## src/rtl/pci_irq_router.sv

```systemverilog
module pci_irq_router (
  input  logic        clk,
  input  logic        rst_n,
  input  logic        reg_we,
  input  logic        reg_side,
  input  logic [1:0]  reg_addr,
  input  logic [31:0] reg_wdata,
  output logic [31:0] reg_rdata,
  input  logic [1:0]  dma_req,
  input  logic        mbox_irq,
  input  logic [3:0]  intx_in,
  output logic [3:0]  intx_oe_n
);
  localparam logic [31:0] CFG_MASK = 32'hFFFF_0FF7;

  logic [1:0]  dma_stat, lb_stat;
  logic        local_req;
  logic [31:0] cfg;
  logic [2:0]  pin_sel;
  logic [3:0]  sync1, sync2, latch;
  logic [3:0]  is_in, src, drive;
  logic        int_any;

  wire wr_stat = reg_we && reg_addr == 2'd0;
  wire wr_cfg  = reg_we && reg_addr == 2'd1;
  wire wr_sel  = reg_we && reg_addr == 2'd2;
  wire wr_lb   = reg_we && reg_addr == 2'd3 && reg_side;

  assign int_any = (dma_stat[0] & cfg[0]) | (dma_stat[1] & cfg[1]) |
                   (mbox_irq & cfg[2]) | local_req;

  for (genvar d = 0; d < 4; d++) begin : g_pin
    logic [1:0] mode;
    assign mode     = cfg[5+2*d -: 2];
    assign is_in[d] = mode == 2'b00;
    assign src[d]   = (int_any && pin_sel == 3'(d + 1)) |
                      (|(cfg[16+4*d +: 4] & is_in & sync2));
    assign drive[d] = (mode == 2'b01 && src[d]) ||
                      (mode == 2'b10 && (src[d] || latch[d]));

    always_ff @(posedge clk or negedge rst_n)
      if (!rst_n) latch[d] <= 1'b0;
      else latch[d] <= (mode == 2'b10) &&
                       (src[d] || (latch[d] && !(wr_stat && reg_wdata[12+d])));
  end

  assign intx_oe_n = ~drive;

  always_ff @(posedge clk or negedge rst_n) begin
    if (!rst_n) begin
      dma_stat  <= '0;
      lb_stat   <= '0;
      local_req <= 1'b0;
      cfg       <= '0;
      pin_sel   <= '0;
      sync1     <= '0;
      sync2     <= '0;
    end else begin
      dma_stat  <= (dma_stat & ~(wr_stat ? reg_wdata[1:0] : 2'b00)) | dma_req;
      lb_stat   <= (lb_stat & ~(wr_lb ? reg_wdata[1:0] : 2'b00)) | dma_req;
      if (wr_stat && reg_side && reg_wdata[8]) local_req <= 1'b1;
      else if (wr_stat && reg_wdata[3])        local_req <= 1'b0;
      if (wr_cfg) cfg <= reg_wdata & CFG_MASK;
      if (wr_sel) pin_sel <= reg_wdata[2:0];
      sync1 <= ~intx_in;
      sync2 <= sync1;
    end
  end

  always_comb
    case (reg_addr)
      2'd0: reg_rdata = {16'b0, latch, 4'b0, sync2, local_req, mbox_irq, dma_stat};
      2'd1: reg_rdata = cfg;
      2'd2: reg_rdata = {29'b0, pin_sel};
      default: reg_rdata = {30'b0, lb_stat};
    endcase
endmodule


```

## config.mk

```make
export PLATFORM = sky130hd
export DESIGN_NAME = pci_irq_router
export DESIGN_NICKNAME = d
export VERILOG_FILES = /design/src/rtl/pci_irq_router.sv
export SDC_FILE = /design/constraint.sdc
export NUM_CORES = 1
export LEC_CHECK = 0
export BUFFER_PORTS_ARGS = -buffer_cell sky130_fd_sc_hd__buf_2
export CAP_MARGIN = 5
export CORE_ASPECT_RATIO = 0.9
export CORE_MARGIN = 10
export CORE_UTILIZATION = 39
export CTS_CLUSTER_DIAMETER = 120
export DETAILED_ROUTE_END_ITERATION = 12
export MAX_ROUTING_LAYER = met4
export SLEW_MARGIN = 30
export SYNTH_ARGS = -nofsm -noshare
export SYNTH_HDL_FRONTEND = slang
export SYNTH_SLANG_ARGS = --single-unit
```

## constraint.sdc

```tcl
create_clock -name clk -period 2.16 [get_ports clk]
set_clock_uncertainty 0.15 [all_clocks]
set_input_delay 0.216 -clock clk [delete_from_list [all_inputs] [get_ports clk]]
set_output_delay 0.216 -clock clk [all_outputs]
set_load 0.02 [all_outputs]
```

==> results of run 1 <==
==> sequential cells by signal, summed over array words and instances (netlist names) <==
| name | count |
|---|---|
| cfg | 27 |
| local_req | 1 |
| latch | 4 |
| lb_stat | 2 |
| sync1 | 4 |
| dma_stat | 2 |
| pin_sel | 3 |
| sync2 | 4 |
==> through the flow <==
step,util,cell area [sq um],TNS (ns),setup WS [ns],hold WS [ns]
after detailed placement,0.510,2950,0,0.0281,0.186
after global placement,0.510,2950,0,0.0631,0.185
after floorplan,-,2380,0,0.156,-0.230
final,0.582,3370,-0.592,-0.202,0.00435
after CTS,0.578,3350,-0.628,-0.213,0.00202
after global routing,0.582,3370,-0.866,-0.292,0.00172
==> what timing repair did <==
item | in CTS | in global routing
pin swaps | 9 | 4
setup endpoints to repair | 4 | 4
gates resized for setup | 15 | 3
hold endpoints to repair | 71 | 0
setup buffers | 1 | 2
hold buffers | 23 | 0
==> power groups by stage <==
stage / Combinational (W) / Sequential (W) / Clock, W
finish: 0.000812 / 0.00115 / 0.000515
global route: 0.000883 / 0.00117 / 0.000571
CTS: 0.000809 / 0.00115 / 0.000530
detailed placement: 0.000708 / 0.00115 / 0
global placement: 0.000710 / 0.00115 / 0
floorplan: 0.000454 / 0.00112 / 0
==> synth_stat cells (all sizes together) (5+ instances only) <==
cell and count:
and4bb 7, and2 25, nand2 13, mux2 30
dfrtp 47, a31oi 5, inv 5, a21oi 5
mux2i 5, nor2 8, nor4bb 7
==> per-layer routing <==
layer  global-route usage  vias to the layer above  part of all wire
li1                     -                      973                 -
met1                0.182                      935              0.47
met2                0.237                       55              0.47
met3               0.0361                        4             0.056
met4               0.0387                        0            0.0076
met5                    -                        -                 0
==> cell families (layout without fill, tap and decap cells) <==
| logic type | count (synthesis) | count (layout) | share of synthesized area |
|---|---|---|---|
| simple gates | 78 | 78 | 0.223 |
| flops | 47 | 47 | 0.494 |
| mux | 37 | 37 | 0.182 |
| compound gates | 27 | 27 | 0.0820 |
| buf+inv | 11 | 131 | 0.0184 |
==> path summary, 6_finish.rpt <==
check,to,slack [ns]
worst max-delay path,intx_oe_n[3],-0.20
worst min-delay path,cfg[30]$_DFFE_PN0P_,0.004
worst max register to register,latch[3]$_DFF_PN0_,0.45
worst min register to register,sync2[1]$_DFF_PN0_,0.20
max in group asynchronous,sync2[1]$_DFF_PN0_,1.04
min in group asynchronous,lb_stat[0]$_DFF_PN0_,0.38
==> cell type report <==
cell class / instances / share of cell area
repair buffers: 119 / 0.233
inverters: 5 / 0.00557
multi-input cells: 142 / 0.361
well taps: 70 / 0.0260
clock inverters: 2 / 0.00408
flip-flops and latches: 47 / 0.350
clock buffers: 5 / 0.0204
==> worst max-delay path: stages, from the launching register on <==
cell	delay, ns
dfrtp_1	0.42
and4bb_1	0.24
or4_4	0.55
a311oi_2	0.20
o22a_1	0.17
buf_6	0.12
==> results.py, run 1 <==
metrics = {
    "drt": {
        "drtAntennaViolNets": 0,
        "wl_um": 6810,
        "wire_per_inst_um": 17.5,
        "dr.pass1.iters": 4,
        "vias_per_cell": 5.04,
        "vias": 1967,
        "drtIter0Drc": 73,
        "drc": 0,
    },
    "power_and_ir_drop": {
        "comb_power_share": 0.328,
        "sequentialPowerShare": 0.464,
        "p_clk_frac": 0.208,
        "total_switching_power_w": 0.000803,
        "swShare": 0.325,
        "ir_drop_mv": 0.425,
        "powerDensity_nw_per_um2": 734,
        "total_power_w": 0.00247,
        "p_int_w": 0.00167,
        "p_leak_nw": 1.60,
    },
    "cells_and_area": {
        "nFillCells": 505,
        "final_cells": 390,
        "nNetsFinal": 365,
        "drive_gt1_frac": 0.469,
        "area_growth_pct": 41.6,
        "final_common_cell": "buf_2",
        "most-common-layout-cells": "buf_2 (76), dfrtp_1 (45), mux2_2 (30)",
        "seqCellArea_sq_um": 1180,
        "antennaDiodeCount": 0,
        "multiInputGateArea_sq_um": 1220,
    },
    "clock_tree": {
        "cts_tree": "done",
        "htree_num_levels": 2,
        "clock_latency_ns": 0.30,
        "cts-root-buf": "clkbuf_8",
        "cts_buffers": 5,
        "cts.clk_slew.worst_paths_ns": 0.09,
        "clockBufferDepth": 2,
        "cts.sinks": 47,
    },
    "sta": {
        "finalSetupViolCount": 3,
        "fin_crit_sh": 1.09,
        "fmax_mhz": 423,
        "rsz0062_at_grt": "yes",
        "slew_headroom": 0.600,
        "worstMarginPinSlew_ns": 0.600,
        "slew_viol_final": 0,
        "worst_slack_ns": -0.202,
        "finalCriticalPeriod_ns": 2.36,
        "hold_violations": 0,
    },
    "logic_synthesis": {
        "synth_cell_types": 35,
        "synth_seq_area_share": 0.494,
        "syn-num-nets": 245,
        "ys_top_cells_by_area": "dfrtp_1 (49%), mux2_2 (14%), and2_1 (6.6%)",
        "synthFlopType": "dfrtp_1",
        "synth_seq_cells": 47,
        "syn_area_sq_um": 2380,
        "yosysTopAreaCell": "dfrtp_1",
        "async_reset_ff_frac": 1.00,
        "synth_warnings": 0,
        "synthCells": 200,
        "synth-edff-count": 0,
        "syn_area_per_cell_sq_um": 11.9,
        "synth_top_area_frac": 0.494,
    },
    "global_route": {
        "grt_usage": 0.148,
        "grt_first_pass_wirelength_um": 10900,
        "grt_max_degree": 48,
        "grt_overflow": 0,
        "antenna_found_initial": 0,
        "grt_pass1_vias": 2118,
    },
    "flow_run": {
        "maxCapViolCount": 0,
    },
    "floorplanning": {
        "die_h_um": 94.1,
        "die_x_um": 102,
        "dieArea_sq_um": 9630,
        "io_pins": 81,
        "rows": 26,
        "start_util": 0.411,
        "fp.coreArea_sq_um": 5790,
    },
    "worst_hold_path": {
        "whs_path_depth": 2,
        "hp-class": "in -> reg",
        "hold_start": "reg_wdata[30]",
    },
    "critical_path": {
        "critical_path.startpoint": "sync2[0]$_DFF_PN0_",
        "reg2regPathDepth": 4,
        "critPathLaunchType": "flip-flop",
        "critPathCaptureType": "primary output",
        "required_ns": 1.79,
        "r2r_start": "sync2[0]$_DFF_PN0_",
        "cp_max_fo": 4,
        "worst_ep_arrival_time_ns": 2.00,
        "crit_type": "reg -> out",
    },
    "placement": {
        "dp_cells": 357,
        "routabilityCongestion": 0.852,
        "hpwl_um": 5050,
        "port_buffers": 80,
    },
    "outcome": {
        "status": "finished with violations",
        "violations": "negative setup slack",
    },
}
(Power assumes the default switching activity.)
==> run 2: changes to the inputs <==
- ABC_AREA: not set -> 1
- CTS_BUF_LIST: not set -> sky130_fd_sc_hd__clkbuf_16
==> results.py, run 2 <==
metrics = {
    "sta": {
        "worstMarginPinSlew_ns": 0.518,
        "slew_headroom": 0.654,
        "fmax_mhz": 515,
        "whs_ns": 0.00240,
        "hold_violations": 0,
        "fin_crit_sh": 0.900,
        "tns_ns": 0,
        "finalCriticalPeriod_ns": 1.94,
        "worst_slack_ns": 0.216,
        "slew_viol_final": 0,
        "finalSetupViolCount": 0,
        "rsz0062_at_grt": "no",
    },
    "placement": {
        "hpwl_um": 5130,
        "port_buffers": 80,
        "routabilityCongestion": 0.838,
        "pre_cts_ws_ns": 0.482,
    },
    "logic_synthesis": {
        "synth_seq_area_share": 0.497,
        "syn-num-nets": 357,
        "synth-edff-count": 0,
        "synthFlopType": "dfrtp_1",
        "synth_cell_types": 23,
        "synth_seq_cells": 47,
        "synthCells": 312,
        "ys_top_cells_by_area": "dfrtp_1 (50%), nand2_1 (10%), nor2_1 (9.5%)",
        "syn_area_sq_um": 2370,
        "synth_most_common_cell": "nand2_1",
        "syn_area_per_cell_sq_um": 7.59,
        "synth_top_area_frac": 0.497,
        "yosysTopAreaCell": "dfrtp_1",
        "async_reset_ff_frac": 1.00,
        "yosys-top-cells-count": "nand2_1 (65), nor2_1 (60), inv_1 (48)",
        "synth_warnings": 0,
    },
    "cells_and_area": {
        "multiInputGateArea_sq_um": 951,
        "final_common_cell": "buf_2",
        "drive_gt1_frac": 0.243,
        "area_growth_pct": 28.0,
        "largest_register_ff_count": 27,
        "seqCellArea_sq_um": 1180,
        "antennaDiodeCount": 0,
        "nFillCells": 581,
        "largest-register": "cfg",
        "most-common-layout-cells": "buf_2 (80), nand2_1 (65), nor2_1 (59)",
        "nNetsFinal": 445,
    },
    "clock_tree": {
        "cts_tree": "done",
        "cts.clk_slew.worst_paths_ns": 0.06,
        "postCtsSetupBuffers": 0,
        "htree_num_levels": 2,
        "cts_buffers": 5,
        "cts-root-buf": "clkbuf_16",
        "cts.sinks": 47,
        "clock_latency_ns": 0.28,
        "clockBufferDepth": 2,
    },
    "power_and_ir_drop": {
        "swShare": 0.323,
        "p_clk_frac": 0.299,
        "powerDensity_nw_per_um2": 798,
        "p_leak_nw": 1.73,
        "sequentialPowerShare": 0.453,
        "comb_power_share": 0.249,
        "ir_drop_mv": 0.323,
        "p_int_w": 0.00164,
        "total_switching_power_w": 0.000782,
    },
    "drt": {
        "drtAntennaViolNets": 0,
        "vias": 2222,
        "wl_um": 6500,
        "drc": 0,
        "dr.pass1.iters": 4,
        "vias_per_cell": 4.73,
        "wire_per_inst_um": 13.8,
        "drtIter0Drc": 117,
    },
    "critical_path": {
        "required_ns": 1.79,
        "critPathCaptureType": "primary output",
        "worst_ep_arrival_time_ns": 1.58,
        "critPathLaunchType": "flip-flop",
        "crit_type": "reg -> out",
        "cp_max_fo": 6,
        "rrSetupSlack_ns": 0.78,
    },
    "global_route": {
        "grt_overflow": 0,
        "grt_first_pass_wirelength_um": 10800,
        "grt_max_degree": 53,
        "antenna_found_initial": 0,
        "grt_usage": 0.145,
        "grt_pass1_vias": 2207,
    },
    "floorplanning": {
        "die_h_um": 93.9,
        "dieArea_sq_um": 9590,
        "fp.coreArea_sq_um": 5790,
        "die_x_um": 102,
        "start_util": 0.409,
        "rows": 26,
        "io_pins": 81,
    },
    "outcome": {
        "status": "completed",
    },
    "flow_run": {
        "maxCapViolCount": 0,
    },
    "worst_hold_path": {
        "hp-class": "in -> reg",
    },
}
run 2: cell count changes in the layout (fill, tap and decap cells not counted), moves of 17 or more:
cell     before  now
and2_1       25    0
nand2_1      13   65
a21oi_1       5   22
inv_1         5   48
nor2_1        8   59
nand3_1       1   23
mux2_2       30    0
run 2: cells by family after synthesis:
group,share of synthesized area
buffers and inverters,0.103
DFF,0.497
xor gates and xnor gates,0.0111
and+or+nand+nor,0.285
muxes,0.00951
AOI/OAI and AO/OA,0.0951
run 2: power by group through the flow:
stage                     clock, W  combinational [W]  sequential (W)
after global placement           0           0.000589         0.00111
final                     0.000722           0.000602         0.00109
after global routing      0.000779           0.000683         0.00111
after floorplan                  0           0.000404         0.00108
after detailed placement         0           0.000594         0.00111
after CTS                 0.000741           0.000606         0.00109
run 2: what timing repair did:
action | 4_1_cts | 5_1_grt
hold buffers | 7 | 0
endpoints found under the hold margin | 55 | 0
gates resized for setup | 0 | 1
endpoints found under the setup margin | 0 | 1
run 2: critical path, stage by stage (launching register included):
cell,delay [ns]
dfrtp_1,0.46
nor2_1,0.12
nand2_1,0.08
nand2_1,0.07
nor2_2,0.16
nand3_1,0.09
nand2_1,0.07
nand2_1,0.04
inv_1,0.04
buf_2,0.15
run 2: area by class of cell:
class / count / area share
Clock buffer: 5 / 0.0413
Clock inverter: 2 / 0.00289
Inverter: 52 / 0.0644
Multi-Input combinational cell: 205 / 0.314
Sequential cell: 47 / 0.388
Tap cell: 70 / 0.0289
Timing Repair Buffer: 89 / 0.160
run 2: per-layer routing:
layer,vias up,global-route usage,share of wire,wire [um]
met5,-,-,0,0
met4,0,0.0423,0.010,68
met3,7,0.0405,0.063,407
met2,57,0.209,0.43,2800
met1,1012,0.193,0.50,3220
li1,1146,-,-,-
run 2: path summary, 6_finish.rpt:
check | start | end | cells after the start
min in group asynchronous | rst_n | sync1[0]$_DFF_PN0_ | 2
max in group asynchronous | rst_n | cfg[11]$_DFFE_PN0P_ | 3
worst min register to register | sync1[0]$_DFF_PN0_ | sync2[0]$_DFF_PN0_ | 0
worst max register to register | cfg[6]$_DFFE_PN0P_ | latch[2]$_DFF_PN0_ | 7
worst max-delay path | cfg[6]$_DFFE_PN0P_ | intx_oe_n[3] | 9
worst min-delay path | reg_wdata[4] | cfg[4]$_DFFE_PN0P_ | 2
run 2: per-stage QoR:
step / power, W / cell area (sq um) / util / std cells
2_1_floorplan: 0.00148 / 2370 / - / 312
3_3_place_gp: 0.00170 / 2820 / 0.487 / 456
3_5_place_dp: 0.00170 / 2820 / 0.487 / 456
4_1_cts: 0.00244 / 3030 / 0.523 / 470
5_1_grt: 0.00257 / 3030 / 0.523 / 470
6_report: 0.00242 / 3030 / 0.523 / 470
==> run 3: changes to the inputs <==
- PLACE_DENSITY_LB_ADDON: not set -> 0.12
==> results.py, run 3 (synthesized netlist as in run 2, its figures left out) <==
metrics = {
    "global_route": {
        "antenna_found_initial": 0,
        "grt_first_pass_wirelength_um": 10700,
        "grt_max_degree": 50,
        "grt_overflow": 0,
        "grt_usage": 0.142,
        "grt_pass1_vias": 2262,
    },
    "sta": {
        "fin_crit_sh": 0.903,
        "whs_ns": 0.00620,
        "finalSetupViolCount": 0,
        "slew_headroom": 0.608,
        "hold_violations": 0,
        "finalCriticalPeriod_ns": 1.95,
        "slew_viol_final": 0,
        "worstMarginPinSlew_ns": 0.587,
        "fmax_mhz": 512,
        "rsz0062_at_grt": "no",
        "tns_ns": 0,
    },
    "drt": {
        "dr_wl_met3_um": 452,
        "dr.pass1.iters": 4,
        "vias": 2197,
        "wl_um": 6420,
        "routed.top_layer": "met4",
        "drtAntennaViolNets": 0,
        "wirelength_met1_um": 3200,
        "drtIter0Drc": 77,
        "drc": 0,
        "vias_per_cell": 4.66,
        "wire_per_inst_um": 13.6,
        "dr_wl_met2_um": 2720,
    },
    "clock_tree": {
        "cts-root-buf": "clkbuf_16",
        "postCtsSetupBuffers": 0,
        "cts.sinks": 47,
        "htree_num_levels": 2,
        "cts_tree": "done",
        "clock_latency_ns": 0.28,
        "clockBufferDepth": 2,
        "cts_buffers": 5,
        "cts.clk_slew.worst_paths_ns": 0.06,
    },
    "cells_and_area": {
        "area_growth_pct": 28.3,
        "most-common-layout-cells": "buf_2 (80), nand2_1 (65), nor2_1 (59)",
        "largest-register": "cfg",
        "final_common_cell": "buf_2",
        "drive_gt1_frac": 0.244,
        "nNetsFinal": 445,
        "antennaDiodeCount": 0,
        "nFillCells": 602,
        "largest_register_ff_count": 27,
    },
    "floorplanning": {
        "fp.coreArea_sq_um": 5790,
        "rows": 26,
        "start_util": 0.409,
        "io_pins": 81,
        "die_h_um": 93.9,
        "dieArea_sq_um": 9590,
        "die_x_um": 102,
    },
    "placement": {
        "hpwl_um": 5060,
        "routabilityCongestion": 0.847,
        "port_buffers": 80,
    },
    "critical_path": {
        "critPathCaptureType": "primary output",
        "crit_type": "reg -> out",
        "cp_max_fo": 6,
        "critPathLaunchType": "flip-flop",
        "required_ns": 1.79,
        "worst_ep_arrival_time_ns": 1.59,
    },
    "power_and_ir_drop": {
        "ir_drop_mv": 0.409,
        "p_leak_nw": 1.73,
        "powerDensity_nw_per_um2": 799,
    },
    "worst_hold_path": {
        "hp-class": "in -> reg",
    },
    "flow_run": {
        "maxCapViolCount": 0,
    },
    "outcome": {
        "status": "completed",
    },
}
[run 3: cell count changes in the layout (fill, tap and decap cells not counted), sizes merged]
| cell | previous run | this run |
|---|---|---|
| clkinv | 2 | 1 |
| clkinvlp | 0 | 1 |
| inv | 52 | 53 |
[run 3: per-layer routing]
layer | global-route usage | vias up
li1 | - | 1147
met1 | 0.191 | 984
met2 | 0.207 | 62
met3 | 0.0405 | 4
met4 | 0.0317 | 0
met5 | - | -
[run 3: repair_timing]
| action | 4_1_cts | 5_1_grt |
|---|---|---|
| endpoints found under the setup margin | 0 | 1 |
| resized for setup | 0 | 1 |
| hold buffers | 7 | 0 |
| hold endpoints to repair | 55 | 0 |
[run 3: final cells by class]
type / instances / area, sq um / area share
well taps: 70 / 87.6 / 0.0288
clock buffers: 5 / 125 / 0.0412
flip-flops and latches: 47 / 1180 / 0.387
repair buffers: 89 / 485 / 0.160
inverters: 52 / 195 / 0.0643
multi-input cells: 205 / 951 / 0.313
clock inverters: 3 / 16.3 / 0.00536
[run 3: report_power, final]
group | switching, W | internal (W) | total (W)
combinational | 0.000378 | 0.000223 | 0.000601
clock | 0.000310 | 0.000422 | 0.000732
sequential | 0.0000964 | 0.000998 | 0.00109
[run 3: stage by stage]
step,area (sq um),instances,worst slack [ns],total power [W],utilization
after floorplan,2370,312,0.738,0.00148,-
after global placement,2820,456,0.461,0.00170,0.487
after detailed placement,2820,456,0.429,0.00171,0.487
after CTS,3030,471,0.122,0.00245,0.524
after global routing,3040,471,0.0209,0.00259,0.524
final,3040,471,0.209,0.00243,0.524
[run 3: path summary, 6_finish.rpt]
path                                     from                     to  slack [ns]  cells after the start
min                              reg_wdata[4]     cfg[4]$_DFFE_PN0P_       0.006                      2
min reg2reg                sync1[3]$_DFF_PN0_     sync2[3]$_DFF_PN0_        0.20                      0
max                        cfg[6]$_DFFE_PN0P_           intx_oe_n[2]        0.21                      7
max in group asynchronous               rst_n  local_req$_DFFE_PN0P_        1.05                      3
min in group asynchronous               rst_n   lb_stat[0]$_DFF_PN0_        0.40                      3
max reg2reg                cfg[6]$_DFFE_PN0P_     latch[2]$_DFF_PN0_        0.75                      7
[run 3: worst max-delay path, stage by stage (launching register included)]
cell and delay, ns:
dfrtp_1 0.46, nor2_1 0.13, nand3_1 0.08, nand2_1 0.06, nor2_1 0.21, o211ai_1 0.12
nand2_1 0.07, buf_2 0.16
